**config.mk**
```make
export PLATFORM = sky130hd
export DESIGN_NAME = speech_frame_parser
export DESIGN_NICKNAME = d
export VERILOG_FILES = /design/src/rtl/sfp_pkg.sv /design/src/rtl/sfp_bit_reader.sv /design/src/rtl/sfp_frame_walker.sv /design/src/rtl/speech_frame_parser.sv
export SDC_FILE = /design/constraint.sdc
export NUM_CORES = 1
export LEC_CHECK = 0
export BUFFER_PORTS_ARGS = -buffer_cell sky130_fd_sc_hd__buf_4
export CORE_ASPECT_RATIO = 1.4
export CORE_UTILIZATION = 49
export DETAILED_ROUTE_END_ITERATION = 10
export PLACE_DENSITY = 0.72
export SLEW_MARGIN = 30
export SYNTH_ARGS = -nofsm -noshare
export SYNTH_HDL_FRONTEND = slang
export SYNTH_SLANG_ARGS = --single-unit
```
**constraint.sdc**
```tcl
create_clock -name clk -period 2.2 [get_ports clk]
set_input_delay 0.44 -clock clk [delete_from_list [all_inputs] [get_ports clk]]
set_output_delay 0.44 -clock clk [all_outputs]
set_load 0.05 [all_outputs]
```
**src/rtl/sfp_pkg.sv**
```systemverilog
package sfp_pkg;

  localparam int ENERGY_W      = 4;
  localparam int PITCH_W       = 6;
  localparam int UNVOICED_SKIP = 18;
  localparam int VOICED_SKIP   = 37;
  localparam int CNT_W         = $clog2(VOICED_SKIP + 1);

  typedef enum logic [2:0] {
    FK_SILENCE  = 3'd0,
    FK_REPEAT   = 3'd1,
    FK_UNVOICED = 3'd2,
    FK_VOICED   = 3'd3,
    FK_STOP     = 3'd4
  } frame_kind_t;

  typedef enum logic [2:0] {
    WS_IDLE, WS_ENERGY, WS_REPEAT, WS_PITCH, WS_SKIP, WS_DONE
  } walk_state_t;

  // Bit at in-byte offset off, counted from the most significant bit.
  function automatic logic pick_bit(input logic [7:0] b, input logic [2:0] off);
    return b[3'd7 - off];
  endfunction

  // Kind of a non-repeat frame from its pitch.
  function automatic frame_kind_t kind_of_pitch(input logic [PITCH_W-1:0] p);
    return (p == '0) ? FK_UNVOICED : FK_VOICED;
  endfunction

  // Number of coefficient bits to step over for a non-repeat frame.
  function automatic logic [CNT_W-1:0] skip_len(input logic [PITCH_W-1:0] p);
    return (p == '0) ? CNT_W'(UNVOICED_SKIP) : CNT_W'(VOICED_SKIP);
  endfunction

endpackage

```
**src/rtl/sfp_bit_reader.sv**
```systemverilog
module sfp_bit_reader
  import sfp_pkg::*;
#(
  parameter int ADDR_W = 13
) (
  input  logic              clk,
  input  logic              rst,
  input  logic              load,
  input  logic [ADDR_W-1:0] load_addr,
  input  logic              run,
  input  logic              take,
  output logic              mem_rd,
  output logic [ADDR_W-4:0] mem_addr,
  input  logic [7:0]        mem_rdata,
  output logic              bit_ok,
  output logic              bit_val
);
  localparam int BYTE_AW = ADDR_W - 3;

  logic [ADDR_W-1:0]  ptr;
  logic [7:0]         cache;
  logic [BYTE_AW-1:0] cache_idx;
  logic               cache_ok;
  logic               pending;
  logic               hit;

  always_comb begin
    hit      = cache_ok && (cache_idx == ptr[ADDR_W-1:3]);
    bit_ok   = hit;
    bit_val  = pick_bit(cache, ptr[2:0]);
    mem_addr = ptr[ADDR_W-1:3];
    mem_rd   = run && !hit && !pending && !load;
  end

  always_ff @(posedge clk) begin
    if (rst) begin
      ptr       <= '0;
      cache     <= '0;
      cache_idx <= '0;
      cache_ok  <= 1'b0;
      pending   <= 1'b0;
    end else if (load) begin
      ptr      <= load_addr;
      cache_ok <= 1'b0;
      pending  <= 1'b0;
    end else begin
      if (mem_rd) pending <= 1'b1;
      if (pending) begin
        cache     <= mem_rdata;
        cache_idx <= ptr[ADDR_W-1:3];
        cache_ok  <= 1'b1;
        pending   <= 1'b0;
      end
      if (take && hit) ptr <= ptr + 1'b1;
    end
  end

  // the walker only consumes a bit the reader holds
  p_take_needs_bit_r10: assert property (@(posedge clk) disable iff (rst)
    take |-> bit_ok);
  // one outstanding read at a time, answered before the next request
  p_single_read_r10: assert property (@(posedge clk) disable iff (rst)
    mem_rd |=> !mem_rd);
  // the pointer advances by exactly one bit per consumed bit
  p_ptr_step_r1: assert property (@(posedge clk) disable iff (rst)
    (take && !load) |=> (ptr == $past(ptr) + 1'b1));

endmodule

```
**src/rtl/sfp_frame_walker.sv**
```systemverilog
module sfp_frame_walker
  import sfp_pkg::*;
(
  input  logic                clk,
  input  logic                rst,
  input  logic                start,
  input  logic                bit_ok,
  input  logic                bit_val,
  output logic                run,
  output logic                take,
  output logic                frame_valid,
  output frame_kind_t         frame_kind,
  output logic [ENERGY_W-1:0] frame_energy,
  output logic [PITCH_W-1:0]  frame_pitch,
  output logic                done
);
  walk_state_t          state;
  logic [CNT_W-1:0]     cnt;
  logic [PITCH_W-1:0]   acc;
  logic [ENERGY_W-1:0]  e_reg;
  logic [PITCH_W-1:0]   p_reg;
  logic                 rep_reg;
  frame_kind_t          kind_reg;

  logic [PITCH_W-1:0]   fld;
  logic                 field_end;
  logic                 ev_silence, ev_stop, ev_repeat, ev_skip_end;

  always_comb begin
    run       = (state == WS_ENERGY) || (state == WS_REPEAT) ||
                (state == WS_PITCH)  || (state == WS_SKIP);
    take      = run && bit_ok && !start;
    fld       = {acc[PITCH_W-2:0], bit_val};
    field_end = take && (cnt == CNT_W'(1));
    ev_silence  = field_end && (state == WS_ENERGY) && (fld[ENERGY_W-1:0] == '0);
    ev_stop     = field_end && (state == WS_ENERGY) && (&fld[ENERGY_W-1:0]);
    ev_repeat   = field_end && (state == WS_PITCH) && rep_reg;
    ev_skip_end = field_end && (state == WS_SKIP);
  end

  always_ff @(posedge clk) begin
    if (rst) begin
      state        <= WS_IDLE;
      cnt          <= '0;
      acc          <= '0;
      e_reg        <= '0;
      p_reg        <= '0;
      rep_reg      <= 1'b0;
      kind_reg     <= FK_SILENCE;
      frame_valid  <= 1'b0;
      frame_kind   <= FK_SILENCE;
      frame_energy <= '0;
      frame_pitch  <= '0;
      done         <= 1'b0;
    end else if (start) begin
      state       <= WS_ENERGY;
      cnt         <= CNT_W'(ENERGY_W);
      frame_valid <= 1'b0;
      done        <= 1'b0;
    end else begin
      frame_valid <= 1'b0;
      if (take) begin
        acc <= fld;
        cnt <= cnt - 1'b1;
      end
      if (field_end) begin
        unique case (state)
          WS_ENERGY: begin
            if (ev_silence) begin
              frame_valid  <= 1'b1;
              frame_kind   <= FK_SILENCE;
              frame_energy <= '0;
              frame_pitch  <= '0;
              cnt          <= CNT_W'(ENERGY_W);
            end else if (ev_stop) begin
              frame_valid  <= 1'b1;
              frame_kind   <= FK_STOP;
              frame_energy <= '1;
              frame_pitch  <= '0;
              done         <= 1'b1;
              state        <= WS_DONE;
            end else begin
              e_reg <= fld[ENERGY_W-1:0];
              cnt   <= CNT_W'(1);
              state <= WS_REPEAT;
            end
          end
          WS_REPEAT: begin
            rep_reg <= bit_val;
            cnt     <= CNT_W'(PITCH_W);
            state   <= WS_PITCH;
          end
          WS_PITCH: begin
            if (rep_reg) begin
              frame_valid  <= 1'b1;
              frame_kind   <= FK_REPEAT;
              frame_energy <= e_reg;
              frame_pitch  <= fld;
              cnt          <= CNT_W'(ENERGY_W);
              state        <= WS_ENERGY;
            end else begin
              p_reg    <= fld;
              kind_reg <= kind_of_pitch(fld);
              cnt      <= skip_len(fld);
              state    <= WS_SKIP;
            end
          end
          WS_SKIP: begin
            frame_valid  <= 1'b1;
            frame_kind   <= kind_reg;
            frame_energy <= e_reg;
            frame_pitch  <= p_reg;
            cnt          <= CNT_W'(ENERGY_W);
            state        <= WS_ENERGY;
          end
          default: state <= WS_IDLE;
        endcase
      end
    end
  end

  // strobe lasts a single cycle
  p_valid_pulse_r8: assert property (@(posedge clk) disable iff (rst)
    frame_valid |=> !frame_valid);
  // silence reports zero energy and pitch
  p_silence_fields_r3: assert property (@(posedge clk) disable iff (rst)
    (frame_valid && frame_kind == FK_SILENCE) |-> (frame_energy == '0 && frame_pitch == '0));
  // stop frame comes with done
  p_stop_done_r4: assert property (@(posedge clk) disable iff (rst)
    (frame_valid && frame_kind == FK_STOP) |-> (done && frame_energy == '1));
  // no strobe while done holds
  p_quiet_after_stop_r4: assert property (@(posedge clk) disable iff (rst)
    (done && $past(done)) |-> !frame_valid);
  // unvoiced frames carry pitch 0
  p_unvoiced_pitch_r6: assert property (@(posedge clk) disable iff (rst)
    (frame_valid && frame_kind == FK_UNVOICED) |-> (frame_pitch == '0));
  // voiced frames carry nonzero pitch
  p_voiced_pitch_r7: assert property (@(posedge clk) disable iff (rst)
    (frame_valid && frame_kind == FK_VOICED) |-> (frame_pitch != '0));
  // repeat/unvoiced/voiced energies lie strictly between the markers
  p_mid_energy_r5: assert property (@(posedge clk) disable iff (rst)
    (frame_valid && frame_kind inside {FK_REPEAT, FK_UNVOICED, FK_VOICED})
      |-> (frame_energy != '0 && frame_energy != '1));
  // a start pulse clears done
  p_restart_clears_r9: assert property (@(posedge clk) disable iff (rst)
    start |=> !done);

endmodule

```
**src/rtl/speech_frame_parser.sv**
```systemverilog
module speech_frame_parser
  import sfp_pkg::*;
#(
  parameter int ADDR_W = 13
) (
  input  logic              clk,
  input  logic              rst,
  input  logic              start,
  input  logic [ADDR_W-1:0] start_bit,
  output logic              mem_rd,
  output logic [ADDR_W-4:0] mem_addr,
  input  logic [7:0]        mem_rdata,
  output logic              frame_valid,
  output logic [2:0]        frame_kind,
  output logic [3:0]        frame_energy,
  output logic [5:0]        frame_pitch,
  output logic              done
);
  logic        rd_run, rd_take, rd_bit_ok, rd_bit_val;
  frame_kind_t kind_w;

  sfp_bit_reader #(.ADDR_W(ADDR_W)) u_reader (
    .clk       (clk),
    .rst       (rst),
    .load      (start),
    .load_addr (start_bit),
    .run       (rd_run),
    .take      (rd_take),
    .mem_rd    (mem_rd),
    .mem_addr  (mem_addr),
    .mem_rdata (mem_rdata),
    .bit_ok    (rd_bit_ok),
    .bit_val   (rd_bit_val)
  );

  sfp_frame_walker u_walker (
    .clk          (clk),
    .rst          (rst),
    .start        (start),
    .bit_ok       (rd_bit_ok),
    .bit_val      (rd_bit_val),
    .run          (rd_run),
    .take         (rd_take),
    .frame_valid  (frame_valid),
    .frame_kind   (kind_w),
    .frame_energy (frame_energy),
    .frame_pitch  (frame_pitch),
    .done         (done)
  );

  assign frame_kind = kind_w;

  // nothing is read or reported while reset holds the block
  p_reset_quiet_r11: assert property (@(posedge clk)
    rst |=> (!frame_valid && !done));

endmodule

```
==> results.txt <==
u_reader.ptr holds more flip-flops than any other register. For the max-capacitance violation count, the log shows 0. The worst-case reg-to-reg path depth was 9; the die area was 7810 um2. On the final layout, the worst clock skew is 0.00945 ns. The leakage dissipation is 1.96 nW, and the remaining routing DRC violations is 0. The proportion of netlist area held by the largest area contributor was 41.1%.

The tools report the initial standard-cell utilization of the core as 51.7%. The residual overflow from global routing is 0. The endpoint identified for the worst register-to-register timing path is u_walker.cnt[2]. The post-route core utilization came out at 69.9%. Global routing used 27.3% of the available tracks.

The synthesized design contains 0 enable-type register cells. Pin placement for this block handled 50 I/O pins. The instance count of the mapped netlist was 440; the number of nets still failing antenna checks after routing was 0.

The clock sink count was 75. Setup slack at placement: -0.0798 ns. The logs give 9 for the number of clock buffers inserted by TritonCTS and 555 for the final-stage net count. On the worst path, the slowest cell contributes a delay of 0.39 ns.

The library cell used most frequently in the layout, excluding fill and tap cells, is sky130_fd_sc_hd__buf_4. The floorplan step set the die height to 104 um. The tightest min-delay check is of the input pin to flop type.

In this run switching power makes up 25.5% of total power. The required time of the critical path was 1.76 ns; the power density relative to cell area was 587 nW/um2. Summing all non-filler instances in the final layout gives an area of 4950 um2. The tools report the final number of hold-violating endpoints as 0. The non-filler instance count after layout came out at 627. The detailed router placed 3563 vias in this run. The largest registers in the layout are u_reader.ptr x13, u_reader.cache_idx x10, u_reader.cache x8. The design draws 2.90 mW.

The logs give 467 for the number of nets in the synthesized netlist and 1.85 ns for the signal arrival time at the worst endpoint. Total wire length: 10.3 mm. Leaving out fill and tap cells, the most frequent cells in the layout are sky130_fd_sc_hd__buf_4 (105), sky130_fd_sc_hd__dfxtp_1 (68), sky130_fd_sc_hd__nand2_1 (58).

The area growth from synthesis to layout is 35.4%. After detailed placement, the total cell area comes to 4470 um2. The post-CTS clock slew at the launch and capture registers of the worst setup and hold paths came out at 0.08 ns. Walking the worst path, the cells encountered are or3b_4 > buf_4 > buf_6 > nand2_2 > nand2_2 > nor3_2 > buf_6. Summing all multi-input logic gate instances after layout gives 2160 um2. The peak supply drop is 0.409 mV, and the initial antenna violation count is 0. Measured against its own limit, the worst slew margin works out to 62.6%. The part of the power in combinational logic is 11.9%.

The clock passes through at most 2 buffers. The number of vias per cell is 5.68, and the worst-case setup margin in the final layout is -0.0862 ns. Entering global routing, the biggest net connects 38 pins.

Cell internal power was estimated by the tool at 2.16 mW. The total of buffers placed on input and output ports was 49. During synthesis, Yosys emitted a total of 0 warnings. The layout has 575 filler cells. TritonCTS built the clock tree. Yosys attributes the largest share of cell area to sky130_fd_sc_hd__dfxtp_1 (41%), sky130_fd_sc_hd__nand2_1 (6.2%), sky130_fd_sc_hd__a21oi_1 (5.8%). Subtracting the final worst setup slack from the clock period gives 2.29 ns. The worst hold path begins at mem_rdata[7]. Routability-driven placement finished with a final weighted congestion of 0.901. After floorplanning, the core was divided into 36 placement rows. In this run the worst path has a maximum fanout of 3. The share of the cycle needed by the critical path after routing came out at 104%.

The wire length per cell works out to 16.4 um. At the pin with the least slew margin, the transition time is 0.559 ns. The kind of critical path was flop to primary output. The endpoint kind of the worst setup timing path was a primary output. In this run, synthesis produced a sequential element count of 75. In this run, placement finished with an instance count of 609. The logs give 7.16 mm for the HPWL after detailed placement and 0 for the number of hold-repair buffers added at the cts stage. The net switching power is 0.741 mW. Initial DRC count: 248. Sequential cells were found to cover 41.1% of the synthesized design area. After synthesis, the mean cell area works out to 8.30 um2. Cell type contributing the most total cell area after synthesis: sky130_fd_sc_hd__dfxtp_1. The total area inside the core boundary comes to 7070 um2. The checks that failed: negative setup slack. The proportion of register bits with asynchronous set or reset after synthesis works out to 0%. For this run, the detailed router's first-pass iteration total came to 4. In the synthesized netlist the dominant register cell turns out to be sky130_fd_sc_hd__dfxtp_1. 0 antenna diodes ended up in the layout.

STA classifies the critical path startpoint as a flop. After synthesis, the netlist uses 52 different library cells. The startpoint of the most critical register-to-register path was u_walker.state[2].

Setup repair after global routing could not meet its margin everywhere. The final-layout worst hold slack was 0.321 ns; the peak clock frequency supported by timing was 437 MHz. The run finished, with violations left. The clock root buffer master is sky130_fd_sc_hd__clkbuf_8. For the global-route wire length before repair, the log shows 16.2 mm. The setup total negative slack came out at -0.325 ns. For this design, the slowest cell found on the critical path is sky130_fd_sc_hd__or3b_4. The share of total power in the clock network is 40.0%. Width of the die: 75.0 um. The sequential cells in the finished layout cover a total of 1510 um2. The via count of the first global-routing pass is 3366, and the clock insertion delay at the later pin of the skew report is 0.36 ns. Setup violations remaining at the end of the flow were counted as 10.

The mapped netlist covers 3650 um2. Cells with a size suffix above 1 make up 34.0% of the layout. The final max-slew violation count was 0. The end of the worst hold path is u_reader.cache[7]. Counting instances, the worst hold path has a depth of 3. The register with the most flip-flops in the layout has 13 of them.

The logs give 48.1% for the part of the power in registers and 3 for the number of H-tree levels. In this run the register-to-register setup slack is -0.07 ns.
-- critical path, delay by kind of cell, from the launching register on --
kind / cells / cell delay (ns)
and+or+nand+nor: 4 / 0.70
DFF: 1 / 0.34
buffers and inverters: 3 / 0.44
-- power by group through the flow --
stage	Clock [mW]	Sequential, mW	Combinational [mW]
finish	1.16	1.39	0.345
global route	1.24	1.40	0.366
CTS	1.17	1.39	0.327
detailed placement	0	1.42	0.319
global placement	0	1.42	0.315
floorplan	0	1.43	0.187
-- what timing repair did --
item,4_1_cts,5_1_grt
endpoints found under the setup margin,18,44
pin swaps,5,10
gates resized for setup,11,41
buffers inserted,1,2
-- worst max path at each step --
| stage | startpoint | to | slack [ns] |
|---|---|---|---|
| after floorplan | u_walker.state[0] | u_walker.frame_energy[3] | 0.01 |
| after global placement | u_walker.cnt[3] | u_walker.e_reg[1] | 0.03 |
| after detailed placement | u_walker.cnt[3] | u_walker.frame_pitch[2] | -0.08 |
| after CTS | u_walker.state[2] | u_walker.frame_energy[3] | -0.05 |
| after global routing | u_walker.state[2] | u_walker.e_reg[2] | -0.15 |
| final | u_walker.state[2] | mem_rd | -0.09 |
-- cells by family (layout without fill, tap and decap cells) --
family / after synthesis / in the layout / synth area share (%)
buffers and inverters: 46 / 138 / 6.06
XOR/XNOR: 13 / 13 / 3.12
adder cells (fa/ha/maj): 3 / 3 / 1.03
flip-flops: 75 / 75 / 41.1
AND/OR/NAND/NOR: 182 / 182 / 24.6
multiplexers: 20 / 20 / 5.58
AO/OA/AOI/OAI: 101 / 101 / 18.6
-- routing by layer --
layer	global-route usage (%)	vias up	part of all wire, %	routed length, um
li1	-	1732	-	-
met1	31.8	1703	38	3940
met2	48.0	101	54	5570
met3	4.17	27	4.6	470
met4	11.2	0	2.9	302
met5	0	-	0	0
-- layout make-up --
cell class / count / area share [%]
Clock buffer: 9 / 2.50
Clock inverter: 6 / 1.82
Inverter: 8 / 0.607
Multi-Input combinational cell: 319 / 43.7
Sequential cell: 75 / 30.5
Tap cell: 95 / 2.40
Timing Repair Buffer: 115 / 18.4
-- cell usage after synthesis, types with 3 or more instances --
master / n
sky130_fd_sc_hd__or3_1: 3
sky130_fd_sc_hd__a221oi_1: 11
sky130_fd_sc_hd__a21oi_1: 42
sky130_fd_sc_hd__nor2b_1: 14
sky130_fd_sc_hd__ha_1: 3
sky130_fd_sc_hd__and4_1: 4
sky130_fd_sc_hd__nand2_1: 60
sky130_fd_sc_hd__nor4_1: 5
sky130_fd_sc_hd__nand4_1: 4
sky130_fd_sc_hd__nor2_1: 42
sky130_fd_sc_hd__clkbuf_1: 20
sky130_fd_sc_hd__buf_4: 11
sky130_fd_sc_hd__mux2i_1: 17
sky130_fd_sc_hd__inv_1: 8
sky130_fd_sc_hd__o21ai_0: 12
sky130_fd_sc_hd__dfxtp_1: 75
sky130_fd_sc_hd__nor3_1: 20
sky130_fd_sc_hd__and2_1: 6
sky130_fd_sc_hd__nand3_1: 9
sky130_fd_sc_hd__nor3b_1: 4
sky130_fd_sc_hd__o31ai_1: 4
sky130_fd_sc_hd__xnor2_1: 5
sky130_fd_sc_hd__mux2_2: 3
sky130_fd_sc_hd__o21a_1: 4
sky130_fd_sc_hd__xor2_1: 8
sky130_fd_sc_hd__buf_2: 6
sky130_fd_sc_hd__a2bb2oi_1: 3
Note: power is estimated with default switching activity, not from simulation.
